File: config.mk
export PLATFORM = sky130hd
export DESIGN_NAME = qmode_ctrl
export DESIGN_NICKNAME = d
export VERILOG_FILES = /design/src/rtl/qmode_pkg.sv /design/src/rtl/qmode_fsm.sv /design/src/rtl/qmode_table.sv /design/src/rtl/qmode_protect.sv /design/src/rtl/qmode_ctrl.sv
export SDC_FILE = /design/constraint.sdc
export NUM_CORES = 1
export LEC_CHECK = 0
export CAP_MARGIN = 10
export CORE_AREA = 2 2 133 135
export CTS_CLUSTER_SIZE = 10
export DETAILED_ROUTE_END_ITERATION = 6
export DIE_AREA = 0 0 135 137
export HOLD_SLACK_MARGIN = 0.02
export PLACE_DENSITY = 0.63
export SLEW_MARGIN = 20
export SYNTH_ARGS = -nofsm -noshare
export SYNTH_HDL_FRONTEND = slang
export SYNTH_SLANG_ARGS = --single-unit
File: constraint.sdc
create_clock -name clk -period 2.8 [get_ports clk]
set_input_delay 0.28 -clock clk [delete_from_list [all_inputs] [get_ports clk]]
set_output_delay 0.28 -clock clk [all_outputs]
set_load 0.005 [all_outputs]
File: src/rtl/qmode_pkg.sv
// Shared types and command codes for the query mode controller.
// Assumes commands are carried in the low byte of the write data.
package qmode_pkg;
    typedef enum logic [1:0] {
        MODE_ARRAY   = 2'b00,
        MODE_AUTOSEL = 2'b01,
        MODE_QUERY   = 2'b10
    } mode_t;

    localparam logic [7:0] CMD_QUERY   = 8'h98;
    localparam logic [7:0] CMD_AUTOSEL = 8'h90;
    localparam logic [7:0] CMD_RESET   = 8'hF0;
    localparam logic [7:0] QUERY_ADDR  = 8'h55;
endpackage

File: src/rtl/qmode_fsm.sv
// Mode state machine: array, autoselect and query modes.
// Remembers where query mode was entered from so a reset command returns there.
// Assumes wr_en is already qualified and lasts one cycle per write.
module qmode_fsm
    import qmode_pkg::*;
#(
    parameter int AW = 12,
    parameter int DW = 16
) (
    input  logic          clk,
    input  logic          rst_n,
    input  logic          wr_en,
    input  logic [AW-1:0] wr_addr,
    input  logic [DW-1:0] wr_data,
    output mode_t         mode
);
    localparam logic [AW-1:0] Q_ADDR = AW'(QUERY_ADDR);

    mode_t mode_q, mode_d;
    logic  from_as_q, from_as_d;
    logic [7:0] cmd;
    logic is_query_cmd;

    assign cmd          = wr_data[7:0];
    assign is_query_cmd = (cmd == CMD_QUERY) && (wr_addr == Q_ADDR);

    // Next-mode decode from the current mode and the command byte.
    always_comb begin
        mode_d    = mode_q;
        from_as_d = from_as_q;
        if (wr_en) begin
            unique case (mode_q)
                MODE_ARRAY: begin
                    if (is_query_cmd) begin
                        mode_d    = MODE_QUERY;
                        from_as_d = 1'b0;
                    end else if (cmd == CMD_AUTOSEL) begin
                        mode_d = MODE_AUTOSEL;
                    end
                end
                MODE_AUTOSEL: begin
                    if (is_query_cmd) begin
                        mode_d    = MODE_QUERY;
                        from_as_d = 1'b1;
                    end else if (cmd == CMD_RESET) begin
                        mode_d = MODE_ARRAY;
                    end
                end
                MODE_QUERY: begin
                    if (cmd == CMD_RESET)
                        mode_d = from_as_q ? MODE_AUTOSEL : MODE_ARRAY;
                end
                default: mode_d = MODE_ARRAY;
            endcase
        end
    end

    // Mode and origin registers with synchronous reset.
    always_ff @(posedge clk) begin
        if (!rst_n) begin
            mode_q    <= MODE_ARRAY;
            from_as_q <= 1'b0;
        end else begin
            mode_q    <= mode_d;
            from_as_q <= from_as_d;
        end
    end

    assign mode = mode_q;


    enter_from_array_chk: assert property (@(posedge clk) disable iff (!rst_n)
        (wr_en && is_query_cmd && mode_q == MODE_ARRAY) |=> (mode_q == MODE_QUERY));

    enter_from_autosel_chk: assert property (@(posedge clk) disable iff (!rst_n)
        (wr_en && is_query_cmd && mode_q == MODE_AUTOSEL) |=> (mode_q == MODE_QUERY));

    query_exit_chk: assert property (@(posedge clk) disable iff (!rst_n)
        (wr_en && cmd == CMD_RESET && mode_q == MODE_QUERY)
        |=> (mode_q == ($past(from_as_q) ? MODE_AUTOSEL : MODE_ARRAY)));

    idle_hold_chk: assert property (@(posedge clk) disable iff (!rst_n)
        !wr_en |=> $stable(mode_q));
endmodule

File: src/rtl/qmode_table.sv
// Query identification table lookup.
// Returns zero outside query mode and for addresses outside the table.
module qmode_table #(
    parameter int AW = 12,
    parameter int DW = 16
) (
    input  logic          clk,
    input  logic          rst_n,
    input  logic          query_en,
    input  logic [AW-1:0] rd_addr,
    output logic [DW-1:0] data
);
    // Table lookup; entries not listed are zero.
    always_comb begin
        data = '0;
        if (query_en) begin
            case (rd_addr)
                AW'(8'h10): data = DW'(16'h0051);
                AW'(8'h11): data = DW'(16'h0052);
                AW'(8'h12): data = DW'(16'h0059);
                AW'(8'h13): data = DW'(16'h0002);
                AW'(8'h15): data = DW'(16'h0040);
                default:    data = '0;
            endcase
        end
    end


    idle_zero_chk: assert property (@(posedge clk) disable iff (!rst_n)
        !query_en |-> (data == '0));
endmodule

File: src/rtl/qmode_protect.sv
// Program/erase permit. The boot sectors at both ends of the range are
// locked when wp_n is low; all sectors otherwise follow their stored bit.
// Assumes NUM_SECT >= 2*BOOT_N.
module qmode_protect #(
    parameter int NUM_SECT = 270,
    parameter int BOOT_N   = 4,
    parameter int SW       = $clog2(NUM_SECT)
) (
    input  logic                clk,
    input  logic                rst_n,
    input  logic                wp_n,
    input  logic [NUM_SECT-1:0] prot_bits,
    input  logic                pe_req,
    input  logic [SW-1:0]       pe_sector,
    output logic                pe_ok
);
    localparam logic [SW-1:0] SECT_END = SW'(NUM_SECT);
    localparam logic [SW-1:0] LOW_END  = SW'(BOOT_N);
    localparam logic [SW-1:0] HI_START = SW'(NUM_SECT - BOOT_N);

    logic in_range, is_boot, stored;

    // Classify the target sector and fetch its stored bit.
    always_comb begin
        in_range = pe_sector < SECT_END;
        is_boot  = in_range && ((pe_sector < LOW_END) || (pe_sector >= HI_START));
        stored   = in_range ? prot_bits[pe_sector] : 1'b1;
    end

    // Combine request, stored bit and hardware lock.
    always_comb begin
        pe_ok = pe_req && in_range && !stored && !(is_boot && !wp_n);
    end


    boot_lock_chk: assert property (@(posedge clk) disable iff (!rst_n)
        (!wp_n && is_boot) |-> !pe_ok);

    stored_bit_chk: assert property (@(posedge clk) disable iff (!rst_n)
        (in_range && prot_bits[pe_sector]) |-> !pe_ok);
endmodule

File: src/rtl/qmode_ctrl.sv
// Top of the query mode controller: mode FSM, query table and
// program/erase permit. Read source select is the registered mode.
module qmode_ctrl
    import qmode_pkg::*;
#(
    parameter int AW       = 12,
    parameter int DW       = 16,
    parameter int NUM_SECT = 270,
    parameter int BOOT_N   = 4,
    parameter int SW       = $clog2(NUM_SECT)
) (
    input  logic                clk,
    input  logic                rst_n,
    input  logic                wr_en,
    input  logic [AW-1:0]       wr_addr,
    input  logic [DW-1:0]       wr_data,
    input  logic [AW-1:0]       rd_addr,
    input  logic                wp_n,
    input  logic [NUM_SECT-1:0] prot_bits,
    input  logic                pe_req,
    input  logic [SW-1:0]       pe_sector,
    output logic [1:0]          rd_src,
    output logic [DW-1:0]       qry_data,
    output logic                pe_ok
);
    mode_t mode;

    qmode_fsm #(.AW(AW), .DW(DW)) u_fsm (
        .clk(clk), .rst_n(rst_n), .wr_en(wr_en),
        .wr_addr(wr_addr), .wr_data(wr_data), .mode(mode)
    );

    qmode_table #(.AW(AW), .DW(DW)) u_table (
        .clk(clk), .rst_n(rst_n), .query_en(mode == MODE_QUERY),
        .rd_addr(rd_addr), .data(qry_data)
    );

    qmode_protect #(.NUM_SECT(NUM_SECT), .BOOT_N(BOOT_N), .SW(SW)) u_prot (
        .clk(clk), .rst_n(rst_n), .wp_n(wp_n), .prot_bits(prot_bits),
        .pe_req(pe_req), .pe_sector(pe_sector), .pe_ok(pe_ok)
    );

    assign rd_src = mode;


    reset_state_chk: assert property (@(posedge clk)
        $past(!rst_n) |-> (rd_src == 2'b00));
endmodule

==> results.cfg, run 1 <==
[floorplan]
fp.dieH_um = 137
dieArea_mm2 = 0.0185
fp.dieW_um = 135
std_cell_rows = 48
initial_core_util = 0.165
top_level_ports = 343
core_mm2 = 0.0171

[grt]
grt_max_degree = 23
antenna_found_initial = 0
grt-ovfl-total = 0
grt_first_pass_wirelength_um = 24000
grt_pass1_vias = 4415
grt_usage = 0.169

[worst_hold_path]
min_path_type = register to register

[cells_and_area]
drive_gt1_frac = 0.248
final_nets = 937
fillers = 1652
antenna_cells = 0
fin_util = 0.396
area_growth_syn_to_layout_pct = 140

[power_and_ir_drop]
fin_total_pwr_uw = 1190
peakVddDrop_v = 0.000199
pwr-share-clk = 0.192
powerDensity_mw_per_mm2 = 176
internal-power_uw = 877
p_seq_frac = 0.036
netSwitchingPower_uw = 310
leakage_uw = 0.00264
swShare = 0.261
combPwrFrac = 0.772

[routing]
drt_iter0_markers = 104
drc_errors = 0
vias = 3933
ant_nets = 0
viasPerCell = 4.70
firstDrtPassIters = 4
wl_um = 16500
wl_per_cell_um = 19.7

[sta]
setup_violations = 0
fin_skew_ns = 0.00144
finalCritPeriodShare = 0.955
hold_viol = 0
post-route-min-period_ns = 2.68
fmaxAchievable_mhz = 374
setup_ws_ns = 0.125
max_slew_margin = 0.633
drv_slew = 0
hold_slack_ns = 0.541
rsz0062_at_grt = false
worst_pin_slew_ns = 0.545

[outcome]
status = complete, no violations

[job]
max-cap-violations = 0

[setup_path]
crit_type = input port to primary output
slowest_stage = mux4_2
crit_arrival_ns = 2.40
cp_data_required_time_ns = 2.52
crit_fanout = 1
slowest_delay_ns = 0.46
crit_chain = clkdlybuf4s50_1 -> mux4_2 -> mux2_2 -> a221o_1 -> a21oi_2 -> o2111ai_2 -> a31oi_2 -> buf_2
start_kind = input port
crit_path_end_kind = primary output

[clock_network]
ctsHoldBuffers = 0
clkTransAtPathRegs_ns = 0.03
cts_buffer_depth = 2
cts_buffers = 3
clock_latency_ns = 0.22
root_buffer = clkbuf_16
cts_htree_levels = 1
cts_tree = done
cts.sinks = 3

[yosys]
synthCells = 256
netlist_area_mm2 = 0.00281
synthDistinctLibCells = 52
postSynthAreaPerCell_um2 = 11.0
synthArstFlopShare = 0
synth-seq-area-share = 0.0214
ys_ff_latch = 3
synth_edf_count = 0
ys.warnings.count = 0
ys.flop_type = dfxtp_1

[placement]
dp_hpwl_um = 14200
gp_congestion = 0.763
place_worst_setup_slack_ns = -0.816
io_buffers = 323
[cell usage after synthesis, types with 3 or more instances]
| cell | count | area (µm²) |
|---|---|---|
| nor4_1 | 4 | 25.0 |
| inv_1 | 8 | 30.0 |
| nor2b_1 | 6 | 37.5 |
| nor2_1 | 16 | 60.1 |
| o211ai_1 | 5 | 37.5 |
| nand2b_1 | 4 | 25.0 |
| mux2i_1 | 10 | 100 |
| a22oi_1 | 9 | 67.6 |
| o21ai_0 | 3 | 15.0 |
| mux4_2 | 56 | 1260 |
| nor3_1 | 5 | 25.0 |
| buf_2 | 7 | 35.0 |
| mux4_1 | 7 | 184 |
| buf_4 | 12 | 90.1 |
| a211oi_1 | 3 | 22.5 |
| a31oi_1 | 6 | 37.5 |
| a21oi_1 | 7 | 35.0 |
| nand4_1 | 3 | 18.8 |
| and2_1 | 3 | 18.8 |
| a221oi_1 | 5 | 43.8 |
| nand3_1 | 4 | 20.0 |
| mux2_2 | 9 | 101 |
| clkbuf_8 | 5 | 68.8 |
| dfxtp_1 | 3 | 60.1 |
| nand2_1 | 15 | 56.3 |
| clkbuf_1 | 8 | 30.0 |
[final cells by class]
| type | count | area (µm²) | area share |
|---|---|---|---|
| repair buffers | 377 | 3750 | 0.556 |
| multi-input cells | 220 | 2550 | 0.377 |
| well taps | 225 | 282 | 0.0417 |
| clock buffers | 4 | 78.8 | 0.0117 |
| flip-flops and latches | 3 | 60.1 | 0.00889 |
| inverters | 8 | 30.0 | 0.00445 |
[per-stage QoR]
step / TNS, ns / instances / cell area [µm²]
3_3_place_gp: -1.00 / 821 / 6460
4_1_cts: -0.0244 / 832 / 6620
3_5_place_dp: -1.15 / 821 / 6460
5_1_grt: 0 / 837 / 6750
6_report: 0 / 837 / 6750
2_1_floorplan: 0 / 266 / 2850
[registers in the layout, summed over array words and instances, names as in the netlist]
register         cells
u_fsm.mode           2
u_fsm.from_as_q      1
[placed cells by master (no fill, tap or decap), types with 3 or more instances in the layout]
| cell type | n |
|---|---|
| clkdlybuf4s50_1 | 281 |
| mux4_2 | 62 |
| buf_4 | 47 |
| dlygate4sd2_1 | 28 |
| nor2_1 | 15 |
| nand2_1 | 15 |
| conb_1 | 11 |
| dlymetal6s2s_1 | 10 |
| mux2_2 | 9 |
| mux2i_1 | 9 |
| inv_1 | 8 |
| a22oi_1 | 8 |
| a21oi_1 | 7 |
| clkbuf_16 | 6 |
| nor2b_1 | 5 |
| o211ai_1 | 5 |
| a221oi_1 | 5 |
| a31oi_1 | 5 |
| nor3_1 | 5 |
| buf_12 | 5 |
| nand3_1 | 4 |
| nand4_1 | 3 |
| and2_1 | 3 |
| nor4_1 | 3 |
| o21ai_0 | 3 |
| dfxtp_1 | 3 |
[worst paths after layout]
path	from	end	slack, ns	cells after the start
worst min register to register	u_fsm.from_as_q	u_fsm.from_as_q	0.54	2
worst min-delay path	u_fsm.from_as_q	u_fsm.from_as_q	0.54	2
worst max-delay path	prot_bits[203]	pe_ok	0.12	8
worst max register to register	u_fsm.mode[1]	u_fsm.mode[0]	1.66	4
[layer usage]
| layer | routed length, µm | up-vias | part of all wire | GRT usage |
|---|---|---|---|---|
| met5 | 0 | - | 0 | 0 |
| met4 | 231 | 0 | 0.014 | 0.0255 |
| met3 | 1340 | 21 | 0.081 | 0.0293 |
| met2 | 9150 | 239 | 0.55 | 0.347 |
| met1 | 5800 | 1882 | 0.35 | 0.181 |
| li1 | - | 1791 | - | - |
[power by group through the flow]
| stage | clock [µW] | combinational, µW | sequential, µW |
|---|---|---|---|
| after floorplan | 0 | 336 | 43.7 |
| after global placement | 0 | 883 | 43.7 |
| after detailed placement | 0 | 893 | 43.7 |
| after CTS | 231 | 909 | 43.1 |
| after global routing | 237 | 982 | 43.1 |
| final | 227 | 916 | 43.2 |
[cells by family (layout without fill, tap and decap cells)]
logic type	count (synthesis)	after routing	synth area share
AND/OR/NAND/NOR	70	70	0.132
flip-flops	3	3	0.0214
multiplexers	82	82	0.586
other	1	11	0.00134
XOR/XNOR	1	1	0.00312
buffers and inverters	43	389	0.106
AO/OA/AOI/OAI	56	56	0.151
[what timing repair did]
action | in CTS | in global routing
setup endpoints to repair | 5 | 3
buffers inserted | 7 | 3
gates resized for setup | 51 | 20
gates cloned | 0 | 3
pin swaps | 6 | 8
[critical path: cells and delay by family]
family                 cells  cell delay (ns)
AO/OA/AOI/OAI              4             0.78
multiplexers               2             0.74
buffers and inverters      2             0.59
Note: power is estimated with default switching activity, not from simulation.
==> run 2: changes to the inputs <==
--- a/config.mk
+++ b/config.mk
@@ -11,6 +11,7 @@
 export DETAILED_ROUTE_END_ITERATION = 6
 export DIE_AREA = 0 0 135 137
 export HOLD_SLACK_MARGIN = 0.02
+export MAX_ROUTING_LAYER = met4
 export PLACE_DENSITY = 0.63
 export SLEW_MARGIN = 20
 export SYNTH_ARGS = -nofsm -noshare
==> constraint.sdc (replaced) <==
create_clock -name clk -period 2.6 [get_ports clk]
set_input_delay 0.26 -clock clk [delete_from_list [all_inputs] [get_ports clk]]
set_output_delay 0.26 -clock clk [all_outputs]
set_load 0.005 [all_outputs]
==> run 2 against run 1 <==
The run now ends with negative setup slack left. Global-route usage is 0.32 points higher. Critical path depth is 1 higher. First-iteration DRC count is 0.96% lower. Critical path type unchanged. Clock power is 11% higher. Die area stayed put. Largest power group unchanged. Clock-buffer cell count stayed put.
==> results.cfg, run 2 (synthesis results as in run 1) <==
[routing]
highest_layer = met4
vias = 3882
met1_length_um = 5880
drt_iter0_markers = 103
wl_met2_um = 9240
wl_per_cell_um = 19.9
ant_nets = 0
wl_um = 16700
met3_length_um = 1340
drc_errors = 0
viasPerCell = 4.62
firstDrtPassIters = 5

[sta]
max_slew_margin = 0.652
setup_violations = 1
rsz0062_at_grt = true
post-route-min-period_ns = 2.61
tns_ns = -0.0128
fmaxAchievable_mhz = 383
hold_viol = 0
worst_pin_slew_ns = 0.518
fin_skew_ns = 0.000758
drv_slew = 0
setup_ws_ns = -0.0128
finalCritPeriodShare = 1.00

[clock_network]
cts_buffer_depth = 2
cts_buffers = 3
cts.sinks = 3
clock_latency_ns = 0.23
cts_tree = done
ctsHoldBuffers = 0
clkTransAtPathRegs_ns = 0.03
cts_htree_levels = 1
root_buffer = clkbuf_16

[cells_and_area]
antenna_cells = 0
finish.instance_area_mm2 = 0.00692
largest_register_ffs = 2
final_common_cell = clkdlybuf4s50_1
final_nets = 940
final_cell_mix = clkdlybuf4s50_1 (261), mux4_2 (63), buf_4 (47)
area_growth_syn_to_layout_pct = 146
fillers = 1632
drive_gt1_frac = 0.260

[setup_path]
r2r_slack_ns = 1.44
crit_chain = buf_16 -> buf_12 -> mux4_2 -> mux4_2 -> nand2b_4 -> o211ai_1 -> o211ai_1 -> a31oi_2 -> buf_2
slowest_delay_ns = 0.50
rr_worst_depth = 4
crit_fanout = 5
crit_path_end_kind = primary output
critPathTopFamily = multiplexers
start_kind = input port
timing.rr.end = u_fsm.mode[0]
path_buf_inv = 3
crit_arrival_ns = 2.35
rr_startpoint = u_fsm.mode[1]
slowest_stage = mux4_2
cp_data_required_time_ns = 2.34
crit_type = input port to primary output

[floorplan]
fp.dieW_um = 135
initial_core_util = 0.165
top_level_ports = 343
fp.dieH_um = 137
std_cell_rows = 48
dieArea_mm2 = 0.0185
core_mm2 = 0.0171

[grt]
grt-ovfl-total = 0
grt_max_degree = 23
antenna_found_initial = 0
grt_usage = 0.172
grt_pass1_vias = 4397
grt_first_pass_wirelength_um = 23700

[worst_hold_path]
min_path_type = register to register
hold_depth = 2
min_from = u_fsm.from_as_q
min_to = u_fsm.from_as_q

[placement]
gp_congestion = 0.790
postPlaceCellArea_mm2 = 0.00648
dp_hpwl_um = 14300
io_buffers = 323

[power_and_ir_drop]
peakVddDrop_v = 0.000233
leakage_uw = 0.00296
powerDensity_mw_per_mm2 = 187

[outcome]
violations = negative setup slack
status = finished, violations left

[job]
max-cap-violations = 0
[run 2: cell type report]
type / count / area [µm²] / share of cell area
repair buffers: 380 / 3910 / 0.565
multi-input cells: 220 / 2560 / 0.370
well taps: 225 / 282 / 0.0407
clock buffers: 4 / 78.8 / 0.0114
flip-flops and latches: 3 / 60.1 / 0.00868
inverters: 8 / 30.0 / 0.00434
[run 2: repair_timing]
action	4_1_cts	5_1_grt
endpoints found under the hold margin	0	0
pin swaps	11	11
gates resized for setup	44	66
gates cloned	0	2
endpoints found under the setup margin	6	4
buffers inserted	2	10
[run 2: where the power goes]
part | total [µW] | internal, µW | switching (µW)
Sequential | 46.5 | 46.4 | 0.0684
Clock | 251 | 203 | 47.6
Combinational | 999 | 704 | 295
Total | 1300 | 953 | 343
[run 2: stage by stage]
| step | hold slack [ns] | setup slack (ns) | std cells | power (µW) | utilization |
|---|---|---|---|---|---|
| after global placement | 0.508 | -1.02 | 823 | 1000 | 0.380 |
| after CTS | 0.544 | -0.187 | 829 | 1280 | 0.388 |
| after detailed placement | 0.532 | -0.976 | 823 | 1010 | 0.380 |
| after floorplan | 0.388 | 0.260 | 266 | 409 | - |
| final | 0.539 | -0.0128 | 840 | 1300 | 0.406 |
| after global routing | 0.573 | -0.0816 | 840 | 1370 | 0.406 |
[run 2: worst max-delay path by stage]
stage               slack (ns)      startpoint  endpoint  cells after the start
floorplan                 0.26    pe_sector[0]     pe_ok                      9
global placement         -1.02    pe_sector[0]     pe_ok                     10
detailed placement       -0.98    pe_sector[0]     pe_ok                     10
CTS                      -0.19  prot_bits[200]     pe_ok                      8
global route             -0.08    pe_sector[0]     pe_ok                      9
finish                   -0.01    pe_sector[0]     pe_ok                      9
[run 2: layer usage]
| layer | GRT usage | up-vias |
|---|---|---|
| li1 | - | 1794 |
| met1 | 0.175 | 1836 |
| met2 | 0.347 | 234 |
| met3 | 0.0274 | 18 |
| met4 | 0.0295 | 0 |
| met5 | - | - |
[run 2: worst min-delay path, stage by stage (launching register included)]
cell and delay [ns]:
dfxtp_1 0.30, mux2i_1 0.12, nor2b_1 0.06
==> run 3: changes to the inputs <==
--- a/config.mk
+++ b/config.mk
@@ -13,7 +13,7 @@
 export HOLD_SLACK_MARGIN = 0.02
 export MAX_ROUTING_LAYER = met4
 export PLACE_DENSITY = 0.63
-export SLEW_MARGIN = 20
+export SLEW_MARGIN = 15
 export SYNTH_ARGS = -nofsm -noshare
 export SYNTH_HDL_FRONTEND = slang
 export SYNTH_SLANG_ARGS = --single-unit
==> results of run 3 <==
Same layout as run 2: the final DEF is identical, and so are final timing and power.
